[src/rtl/dramc_pkg.sv]
package dramc_pkg;

  // Sequencer states: one access is IDLE -> ROW -> COL -> PRE,
  // one refresh is IDLE -> REF (REF_CYC clocks) -> PRE.
  typedef enum logic [2:0] {
    ST_IDLE = 3'd0,
    ST_ROW  = 3'd1,
    ST_COL  = 3'd2,
    ST_PRE  = 3'd3,
    ST_REF  = 3'd4
  } dram_state_t;

  // Source selection for the shared DRAM address bus.
  typedef enum logic [1:0] {
    MA_ROW = 2'd0,
    MA_COL = 2'd1,
    MA_REF = 2'd2
  } ma_sel_t;

endpackage

[src/rtl/dramc_ref_timer.sv]
module dramc_ref_timer #(
  parameter int REF_PERIOD = 3120,
  parameter int ROW_W      = 9
) (
  input  logic             clk,
  input  logic             rst_n,
  input  logic             ref_ack,
  input  logic             ref_done,
  output logic             ref_pend,
  output logic [ROW_W-1:0] ref_row
);

  localparam int              CNT_W    = $clog2(REF_PERIOD);
  localparam logic [CNT_W-1:0] CNT_LAST = CNT_W'(REF_PERIOD - 1);

  logic [CNT_W-1:0] cnt_q, cnt_d;
  logic             tick;
  logic             pend_d;
  logic [ROW_W-1:0] row_d;

  always_comb begin
    tick   = (cnt_q == CNT_LAST);
    cnt_d  = tick ? '0 : cnt_q + 1'b1;
    // a new period end wins over the acknowledge of the previous one
    pend_d = tick | (ref_pend & ~ref_ack);
    row_d  = ref_row + 1'b1;
  end

  always_ff @(posedge clk or negedge rst_n) begin
    if (!rst_n) begin
      cnt_q    <= '0;
      ref_pend <= 1'b0;
      ref_row  <= '0;
    end else begin
      cnt_q    <= cnt_d;
      ref_pend <= pend_d;
      if (ref_done) begin
        ref_row <= row_d;
      end
    end
  end


  row_inc_chk: assert property (@(posedge clk) disable iff (!rst_n)
    ref_done |=> (ref_row == $past(ref_row) + 1'b1));


  row_hold_chk: assert property (@(posedge clk) disable iff (!rst_n)
    !ref_done |=> $stable(ref_row));


  pend_hold_chk: assert property (@(posedge clk) disable iff (!rst_n)
    (ref_pend && !ref_ack) |=> ref_pend);

endmodule

[src/rtl/dramc_addr_path.sv]
module dramc_addr_path
  import dramc_pkg::*;
#(
  parameter int ROW_W = 9
) (
  input  logic               clk,
  input  logic               rst_n,
  input  logic               cap_en,
  input  logic [2*ROW_W+1:0] addr_i,
  input  logic               bhe_n_i,
  input  logic               wr_i,
  input  ma_sel_t            ma_sel,
  input  logic [ROW_W-1:0]   ref_row,
  output logic [ROW_W-1:0]   ma,
  output logic               bank_o,
  output logic               lane_lo_o,
  output logic               lane_hi_o,
  output logic               wr_o
);

  localparam int COL_LSB  = 1;
  localparam int ROW_LSB  = COL_LSB + ROW_W;
  localparam int BANK_BIT = ROW_LSB + ROW_W;

  logic [ROW_W-1:0] row_q, col_q;

  // Capture the whole request once, on entry to the row phase.
  always_ff @(posedge clk or negedge rst_n) begin
    if (!rst_n) begin
      row_q     <= '0;
      col_q     <= '0;
      bank_o    <= 1'b0;
      lane_lo_o <= 1'b0;
      lane_hi_o <= 1'b0;
      wr_o      <= 1'b0;
    end else if (cap_en) begin
      row_q     <= addr_i[ROW_LSB +: ROW_W];
      col_q     <= addr_i[COL_LSB +: ROW_W];
      bank_o    <= addr_i[BANK_BIT];
      lane_lo_o <= ~addr_i[0];
      lane_hi_o <= ~bhe_n_i;
      wr_o      <= wr_i;
    end
  end

  always_comb begin
    unique case (ma_sel)
      MA_COL:  ma = col_q;
      MA_REF:  ma = ref_row;
      default: ma = row_q;
    endcase
  end

endmodule

[src/rtl/dramc_seq.sv]
module dramc_seq
  import dramc_pkg::*;
#(
  parameter int REF_CYC = 2
) (
  input  logic       clk,
  input  logic       rst_n,
  input  logic       rd_req,
  input  logic       wr_req,
  input  logic       ref_pend,
  input  logic       bank_i,
  input  logic       wr_i,
  input  logic       lane_lo_i,
  input  logic       lane_hi_i,
  output logic       cap_en,
  output logic       ref_ack,
  output logic       ref_done,
  output ma_sel_t    ma_sel,
  output logic [1:0] ras_n,
  output logic [1:0] cas_n,
  output logic       wel_n,
  output logic       weh_n,
  output logic       ready
);

  localparam int NBANK = 2;
  localparam int RC_W  = $clog2(REF_CYC + 1);
  localparam logic [RC_W-1:0] RC_LAST = RC_W'(REF_CYC - 1);

  dram_state_t      state_q, state_d;
  logic [RC_W-1:0]  rc_q, rc_d;
  logic             req_any;
  logic             rc_last;

  assign req_any = rd_req | wr_req;
  assign rc_last = (rc_q == RC_LAST);

  always_comb begin
    state_d  = state_q;
    rc_d     = '0;
    cap_en   = 1'b0;
    ref_ack  = 1'b0;
    ref_done = 1'b0;
    unique case (state_q)
      ST_IDLE: begin
        if (ref_pend) begin
          ref_ack = 1'b1;
          state_d = ST_REF;
        end else if (req_any) begin
          cap_en  = 1'b1;
          state_d = ST_ROW;
        end
      end
      ST_ROW:  state_d = ST_COL;
      ST_COL:  state_d = ST_PRE;
      ST_PRE:  state_d = ST_IDLE;
      ST_REF: begin
        if (rc_last) begin
          ref_done = 1'b1;
          state_d  = ST_PRE;
        end else begin
          rc_d = rc_q + 1'b1;
        end
      end
      default: state_d = ST_IDLE;
    endcase
  end

  always_ff @(posedge clk or negedge rst_n) begin
    if (!rst_n) begin
      state_q <= ST_IDLE;
      rc_q    <= '0;
    end else begin
      state_q <= state_d;
      rc_q    <= rc_d;
    end
  end

  always_comb begin
    unique case (state_q)
      ST_COL:  ma_sel = MA_COL;
      ST_REF:  ma_sel = MA_REF;
      default: ma_sel = MA_ROW;
    endcase
  end

  for (genvar b = 0; b < NBANK; b++) begin : g_bank
    logic hit;
    assign hit      = (bank_i == 1'(b));
    assign ras_n[b] = ~((hit && (state_q == ST_ROW || state_q == ST_COL))
                        || (state_q == ST_REF));
    assign cas_n[b] = ~(hit && (state_q == ST_COL));


    ras_to_cas_chk: assert property (@(posedge clk) disable iff (!rst_n)
      ($fell(ras_n[b]) && ras_n[1-b]) |=> (!cas_n[b] && !ras_n[b]));


    precharge_chk: assert property (@(posedge clk) disable iff (!rst_n)
      $rose(ras_n[b]) |=> ras_n[b]);
  end

  assign ready = (state_q == ST_COL);
  assign wel_n = ~((state_q == ST_COL) && wr_i && lane_lo_i);
  assign weh_n = ~((state_q == ST_COL) && wr_i && lane_hi_i);


  cas_excl_chk: assert property (@(posedge clk) disable iff (!rst_n)
    $countones(~cas_n) <= 1);


  ref_no_cas_chk: assert property (@(posedge clk) disable iff (!rst_n)
    (&(~ras_n)) |-> (&cas_n));


  ready_cas_chk: assert property (@(posedge clk) disable iff (!rst_n)
    ready |-> !(&cas_n));


  lane_cas_chk: assert property (@(posedge clk) disable iff (!rst_n)
    (!wel_n || !weh_n) |-> (ready && !(&cas_n)));


  ref_first_chk: assert property (@(posedge clk) disable iff (!rst_n)
    (state_q == ST_IDLE && ref_pend) |=> (state_q == ST_REF));

endmodule

[src/rtl/dramc_top.sv]
module dramc_top
  import dramc_pkg::*;
#(
  parameter int ROW_W      = 9,
  parameter int REF_PERIOD = 3120,
  parameter int REF_CYC    = 2
) (
  input  logic               clk,
  input  logic               rst_n,
  input  logic [2*ROW_W+1:0] cpu_addr,
  input  logic               cpu_bhe_n,
  input  logic               rd_req,
  input  logic               wr_req,
  output logic [ROW_W-1:0]   dram_ma,
  output logic               ras0_n,
  output logic               cas0_n,
  output logic               ras1_n,
  output logic               cas1_n,
  output logic               wel_n,
  output logic               weh_n,
  output logic               ready
);

  logic [1:0]       rst_sync_q;
  logic             rst_core_n;
  logic             cap_en, ref_ack, ref_done, ref_pend;
  logic             bank, lane_lo, lane_hi, wr_cap;
  logic [ROW_W-1:0] ref_row;
  logic [1:0]       ras_n, cas_n;
  ma_sel_t          ma_sel;

  // asynchronous assertion, synchronous release
  always_ff @(posedge clk or negedge rst_n) begin
    if (!rst_n) begin
      rst_sync_q <= '0;
    end else begin
      rst_sync_q <= {rst_sync_q[0], 1'b1};
    end
  end
  assign rst_core_n = rst_sync_q[1];

  dramc_ref_timer #(
    .REF_PERIOD (REF_PERIOD),
    .ROW_W      (ROW_W)
  ) i_timer (
    .clk      (clk),
    .rst_n    (rst_core_n),
    .ref_ack  (ref_ack),
    .ref_done (ref_done),
    .ref_pend (ref_pend),
    .ref_row  (ref_row)
  );

  dramc_addr_path #(
    .ROW_W (ROW_W)
  ) i_addr (
    .clk       (clk),
    .rst_n     (rst_core_n),
    .cap_en    (cap_en),
    .addr_i    (cpu_addr),
    .bhe_n_i   (cpu_bhe_n),
    .wr_i      (wr_req),
    .ma_sel    (ma_sel),
    .ref_row   (ref_row),
    .ma        (dram_ma),
    .bank_o    (bank),
    .lane_lo_o (lane_lo),
    .lane_hi_o (lane_hi),
    .wr_o      (wr_cap)
  );

  dramc_seq #(
    .REF_CYC (REF_CYC)
  ) i_seq (
    .clk       (clk),
    .rst_n     (rst_core_n),
    .rd_req    (rd_req),
    .wr_req    (wr_req),
    .ref_pend  (ref_pend),
    .bank_i    (bank),
    .wr_i      (wr_cap),
    .lane_lo_i (lane_lo),
    .lane_hi_i (lane_hi),
    .cap_en    (cap_en),
    .ref_ack   (ref_ack),
    .ref_done  (ref_done),
    .ma_sel    (ma_sel),
    .ras_n     (ras_n),
    .cas_n     (cas_n),
    .wel_n     (wel_n),
    .weh_n     (weh_n),
    .ready     (ready)
  );

  assign ras0_n = ras_n[0];
  assign ras1_n = ras_n[1];
  assign cas0_n = cas_n[0];
  assign cas1_n = cas_n[1];


  idle_quiet_chk: assert property (@(posedge clk) disable iff (!rst_core_n)
    $rose(rst_core_n) |-> (ras0_n && ras1_n && cas0_n && cas1_n && !ready));

endmodule

[config.mk]
export PLATFORM = sky130hd
export DESIGN_NAME = dramc_top
export DESIGN_NICKNAME = d
export VERILOG_FILES = /design/src/rtl/dramc_pkg.sv /design/src/rtl/dramc_ref_timer.sv /design/src/rtl/dramc_addr_path.sv /design/src/rtl/dramc_seq.sv /design/src/rtl/dramc_top.sv
export SDC_FILE = /design/constraint.sdc
export NUM_CORES = 1
export LEC_CHECK = 0
export ABC_AREA = 1
export CAP_MARGIN = 15
export CORE_MARGIN = 2
export CORE_UTILIZATION = 45
export DETAILED_ROUTE_END_ITERATION = 16
export PLACE_DENSITY = 0.69
export SLEW_MARGIN = 20
export SYNTH_ARGS = -nofsm -noshare
export SYNTH_HDL_FRONTEND = slang
export SYNTH_SLANG_ARGS = --single-unit
[constraint.sdc]
create_clock -name clk -period 2.09 [get_ports clk]
set_clock_uncertainty 0.15 [all_clocks]
set_input_delay 0.5225 -clock clk [delete_from_list [all_inputs] [get_ports clk]]
set_output_delay 0.5225 -clock clk [all_outputs]
set_load 0.05 [all_outputs]
======== After elaboration in Yosys (flattened, before gate mapping) ========
Cells that the tools add are included.
word-level totals
  word-level logic and storage cells ...... 65
  input bits .............................. 25
  bits in read-only memories .............. 0
  bits in writable memories ............... 0
  memories ................................ 0
  latch bits .............................. 0
  flip-flop bits (word level) ............. 51
operators by class
  shifts and indexed selects .............. 0
  bitwise gates (word level) .............. 13
  multiplexer cells ....................... 16
  reduce and logical (&&, ||, !) cells .... 12
  div/mod/pow operators ................... 0
  $add $sub $neg .......................... 3
  $lt $le $gt $ge ......................... 0
  eq/ne operators ......................... 9
  multipliers ............................. 0
operator list
  cell                                                             count
  9-bit one-hot mux with 2 select lines                            1
  12-bit by 1-bit adder with 12-bit output, second input constant  1
  12-bit == test, second input constant                            1
  12-bit two-way mux                                               1
  3-bit one-hot mux with 4 select lines                            1
  1-bit NOT                                                        10
  9-bit by 1-bit adder with 9-bit output, second input constant    1
  3-bit two-way mux                                                3
  1-bit logical AND                                                7
  1-bit two-way mux                                                7
  2-bit by 1-bit == test with 1-bit output, second input constant  2
  2-bit two-way mux                                                2
  2-bit one-hot mux with 2 select lines                            1
  3-bit by 1-bit == test with 1-bit output, second input constant  1
  3-bit by 2-bit == test with 1-bit output, second input constant  1
  3-bit == test, second input constant                             1
  3-bit zero test                                                  1
  1-bit logical OR                                                 3
  3-bit by 1-bit != test with 1-bit output, second input constant  1
  2-bit by 1-bit adder with 2-bit output, second input constant    1
  2-bit == test, second input constant                             1
  2-bit by 1-bit != test with 1-bit output, second input constant  1
  1-bit OR                                                         2
  2-bit AND reduction                                              1
  1-bit AND                                                        1

======== Depth between registers and ports, before layout ========
Gate-level depths: netlist of run 1.
  word-level depth ........................ 5
  depth in mapped cells ................... 8
  mapped depth without buffers ............ 8

======== Modules after synthesis ========
From an unflattened synthesis of run 1, not the netlist that was laid out.
second synthesis, totals
  cells, all modules ...................... 328
  area, all modules ....................... 2513.7 µm²
modules (own cells, without submodules)
  module           times used  sequential area each (µm²)  area an instance (µm²)  cells an instance
  dramc_addr_path  1           550.5                       1076.0                  153
  dramc_ref_timer  1           550.5                       1076.0                  123
  dramc_seq        1           125.1                       307.8                   49
  dramc_top        1           50.0                        53.8                    3

======== Least setup slack after synthesis of run 1 ========
No wires, ideal clock.
  kind .................................... reg-to-output
  from .................................... register i_seq.state_q[1]
  to ...................................... output port ras0_n
  buffers on the path ..................... 1
  required time ........................... 1.417 ns
  arrival time ............................ 1.801 ns
  path slack .............................. -0.384 ns
  cell stages (with the launch flop) ...... 6
  cells stage by stage .................... dfrtp_1 > nor2_4 > nand2_4 > buf_6 > inv_2 > o21ai_0
between the ends
  word-level cells in the longest chain between the ends .. 5
  elaborated cells between the ends (all ways) .. 7
  classes of those cells .................. 3 x eq/ne; 1 x bitwise; 3 x reduce/logical
RTL lines
  item                                                                                                  RTL line         source
  start, declared                                                                                       dramc_seq.sv:30  dram_state_t state_q, state_d;
  start signal, assigned                                                                                dramc_seq.sv:74  state_q <= state_d;
  3-bit by 1-bit == test with 1-bit output or 3-bit by 2-bit == test with 1-bit output (tied branches)  dramc_seq.sv:90  assign ras_n[b] = ~((hit && (state_q == ST_ROW || state_q == ST_COL))
  1-bit logical OR                                                                                      dramc_seq.sv:90
  1-bit logical AND                                                                                     dramc_seq.sv:90
  1-bit logical OR (*)                                                                                  dramc_seq.sv:91  || (state_q == ST_REF));
  1-bit NOT (*)                                                                                         dramc_seq.sv:90
  end, declared                                                                                         dramc_top.sv:15  output logic ras0_n,
Every way passes the cells marked *; elsewhere a longest branch is shown, timed or not.

======== Final worst setup path of run 1 ========
  from .................................... register i_seq.state_q[1]
  to ...................................... output port dram_ma[5]
between the ends
  word-level cells in the longest chain between the ends .. 4
  elaborated cells between the ends (all ways) .. 6
  classes of those cells .................. 4 x eq/ne; 2 x mux
RTL lines
  item                                                                       RTL line               source
  3-bit == test or 3-bit by 2-bit == test with 1-bit output (tied branches)  dramc_seq.sv:80        unique case (state_q)
  2-bit one-hot mux with 2 select lines (*)                                  dramc_seq.sv:80
  2-bit == test or 2-bit by 1-bit == test with 1-bit output (tied branches)  dramc_addr_path.sv:47  unique case (ma_sel)
  9-bit one-hot mux with 2 select lines (*)                                  dramc_addr_path.sv:47
  end, declared                                                              dramc_top.sv:14        output logic [ROW_W-1:0] dram_ma,
Marks and branches as above.

==> results of run 1 <==
-- cell families after synthesis --
group / synth area share [%]
buf+inv: 8.29
fa+ha+maj: 0.981
simple gates: 34.3
other cells: 0.147
xor+xnor: 2.06
compound gates: 4.12
flops: 50.0
-- state kept, by name, indices dropped and copies added (netlist names) --
register,flops
i_timer.cnt_q,12
i_addr.col_q,9
i_addr.row_q,9
i_timer.ref_row,9
i_seq.state_q,3
i_seq.rc_q,2
rst_sync_q,2
i_addr.bank_o,1
i_addr.lane_hi_o,1
i_addr.lane_lo_o,1
i_addr.wr_o,1
i_timer.ref_pend,1
-- worst max-delay path: cells and delay by family, from the launching register on --
family / cells / cell delay, ns
compound gates: 1 / 0.23
simple gates: 2 / 0.23
flops: 1 / 0.45
buf+inv: 2 / 0.36
-- power by group --
part / leakage, uW / internal [uW] / switching [uW]
registers: 0.000635 / 1220 / 162
clock network: 0.0000612 / 387 / 313
logic: 0.00100 / 1060 / 1440
-- layout make-up --
cell class / count / area (um^2)
Tap cell: 72 / 90.1
Timing Repair Buffer: 53 / 634
Inverter: 38 / 160
Sequential cell: 51 / 1280
Clock buffer: 6 / 82.6
Fill cell: 466 / 2070
Clock inverter: 2 / 35.0
Multi-Input combinational cell: 229 / 1130
-- per-layer routing --
layer	up-vias	track usage [%]	part of all wire, %
li1	1123	-	-
met1	1023	29.2	46
met2	74	29.1	46
met3	12	4.55	5.6
met4	0	7.76	2.1
met5	-	0	0
-- per-stage QoR --
stage / util (%) / area, um^2 / setup TNS (ns) / cells
3_3_place_gp: 57.0 / 3120 / 0 / 435
4_1_cts: 61.4 / 3360 / -1.18 / 448
6_report: 62.3 / 3410 / -1.15 / 451
3_5_place_dp: 57.0 / 3120 / 0 / 435
2_1_floorplan: - / 2550 / -0.623 / 327
5_1_grt: 62.3 / 3410 / -2.02 / 451
-- worst max-delay path by stage --
stage,start,end,cells after the start
2_1_floorplan,i_seq.state_q[1]$_DFFE_PN0P_,dram_ma[2],4
3_3_place_gp,i_seq.state_q[1]$_DFFE_PN0P_,dram_ma[2],7
3_5_place_dp,i_seq.state_q[0]$_DFFE_PN0P_,dram_ma[2],6
4_1_cts,i_seq.state_q[0]$_DFFE_PN0P_,dram_ma[7],5
5_1_grt,i_seq.state_q[1]$_DFFE_PN0P_,dram_ma[4],5
6_report,i_seq.state_q[1]$_DFFE_PN0P_,dram_ma[5],5
-- cell usage in the layout, fill, tap and decap left out, drive strengths merged --
master | Yosys | routed
clkinv | 0 | 2
inv | 38 | 37
nor2 | 32 | 32
nand2 | 124 | 124
xor2 | 6 | 6
dfrtp | 51 | 51
nand4 | 9 | 9
o211ai | 6 | 6
clkdlybuf4s50 | 0 | 24
conb | 1 | 1
a21o | 1 | 1
o21bai | 1 | 1
nand3b | 1 | 1
o21ai | 9 | 9
buf | 7 | 27
bufinv | 0 | 1
nand3 | 34 | 34
clkbuf | 2 | 8
ha | 2 | 2
nor3 | 2 | 2
or2 | 1 | 1
-- timing repair --
| item | CTS | global route |
|---|---|---|
| buffers inserted | 5 | 3 |
| endpoints found under the setup margin | 16 | 15 |
| pin swaps | 2 | 2 |
| hold buffers | 0 | 0 |
| resized for setup | 20 | 9 |
==> flow_metrics.env, run 1 <==
export IMPL_overflow=0
export IMPL_hold_path_endpoint="rst_sync_q[1]$_DFF_PN0_"
export IMPL_synth_edf_count=0
export IMPL_synth_area_leader_cell="dfrtp_1"
export IMPL_critPathLaunchType="flop"
export IMPL_grtUsageTotal_pct=20.1
export IMPL_violations="setup timing"
export IMPL_cpPeakStageDelay_ns=0.45
export IMPL_syn_num_nets=354
export IMPL_cpMaxStageDelayCell="dfrtp_2"
export IMPL_coreArea_um2=5470
export IMPL_synth_top_area_share_pct=50.0
export IMPL_finalSetupViolations=11
export IMPL_holdWs_ns=0.206
export IMPL_htreeDepth=2
export IMPL_syn_avg_cell_area_um2=7.80
export IMPL_required_ns=1.42
export IMPL_place_congestion=0.841
export IMPL_cp_max_fo=5
export IMPL_min_path_type="reg2reg"
export IMPL_ys_flop_type="dfrtp_1"
export IMPL_power_total_uw=4590
export IMPL_dp_slack_ns=0.0933
export IMPL_synth_most_common_cell="nand2_1"
export IMPL_min_from="rst_sync_q[0]$_DFF_PN0_"
export IMPL_syn2layout_area_growth_pct=33.6
export IMPL_portBuffers=40
export IMPL_place_detailed_hpwl_mm=4.20
export IMPL_clock_latency_ns=0.30
export IMPL_synth_area_leaders="dfrtp_1 (50%), nand2_1 (18%), nand3_1 (6.7%)"
export IMPL_worst_pin_slew_ns=0.644
export IMPL_ff2ff_setup_slack_ns=0.44
export IMPL_ys_warnings_count=0
export IMPL_rsz0062_at_grt="yes"
export IMPL_worstSetupEndpointType="output pin"
export IMPL_whs_path_depth=0
export IMPL_grt_pass1_vias=2069
export IMPL_grt_max_degree=50
export IMPL_r2r_start="i_seq.state_q[1]$_DFFE_PN0P_"
export IMPL_dr_first_iter_drc_count=159
export IMPL_cts_made_buffers=5
export IMPL_dr_total_vias=2232
export IMPL_grt_pass1_wl_mm=9.73
export IMPL_viasPerCell=4.95
export IMPL_worstRegToRegCells=7
export IMPL_fmax_ghz=0.446
export IMPL_clockBufferDepth=2
export IMPL_synth_commonest_cells="nand2_1 (120), dfrtp_1 (51), inv_1 (34), nand3_1 (34), nor2_1 (28)"
export IMPL_totalWireLength_mm=5.97
export IMPL_die_area_um2=6280
export IMPL_start_util_pct=46.6
export IMPL_wl_per_cell_um=13.2
export IMPL_die_y_um=79.3
export IMPL_rows=27
export IMPL_fin_crit_sh_pct=107
export IMPL_run_status="complete, but fails checks"
export IMPL_ys_seq_area_share_pct=50.0
export IMPL_hold_violations=0
export IMPL_layout_drive_gt1_share_pct=16.9
export IMPL_antenna_found_initial=0
export IMPL_p_leak_uw=0.00170
export IMPL_setup_ws_ns=-0.154
export IMPL_ys_ff_latch=51
export IMPL_slew_viol_final=0
export IMPL_path_class="reg2out"
export IMPL_drv_cap=0
export IMPL_power_density_nw_per_um2=1350
export IMPL_first_pass_iters=5
export IMPL_clock_sinks=51
export IMPL_die_w_um=79.3
export IMPL_synth_cells=327
export IMPL_netlist_area_um2=2550
export IMPL_period_minus_slack_ns=2.24
export IMPL_cp_arrival_ns=1.57
export IMPL_n_antenna_cell=0
export IMPL_cp_cell_sequence="nor2_4 > nand2_4 > buf_12 > o211ai_1 > clkbuf_16"
export IMPL_async_flop_share_pct=100
export IMPL_clockRootBuffer="clkbuf_8"
export IMPL_remaining_drc_errors=0
export IMPL_finalNetCount=405
export IMPL_ant_nets=0
export IMPL_synthDistinctLibCells=26
export IMPL_r2r_end="i_timer.ref_row[8]$_DFFE_PN0P_"
export IMPL_cts_tree="yes"
export IMPL_vdd_ir_drop_max_mv=1.16
export IMPL_clk_pin_slew_ns=0.08
export IMPL_ioPinCount=41
export IMPL_relSlewSlack_pct=57.1
Power figures use the tool's default switching activity.
==> run 2, diff against run 1 <==
Settings changed: CTS_BUF_LIST set to sky130_fd_sc_hd__clkbuf_8.
==> results of run 2 <==
The final DEF is identical to that of run 1; final timing and power are the same.
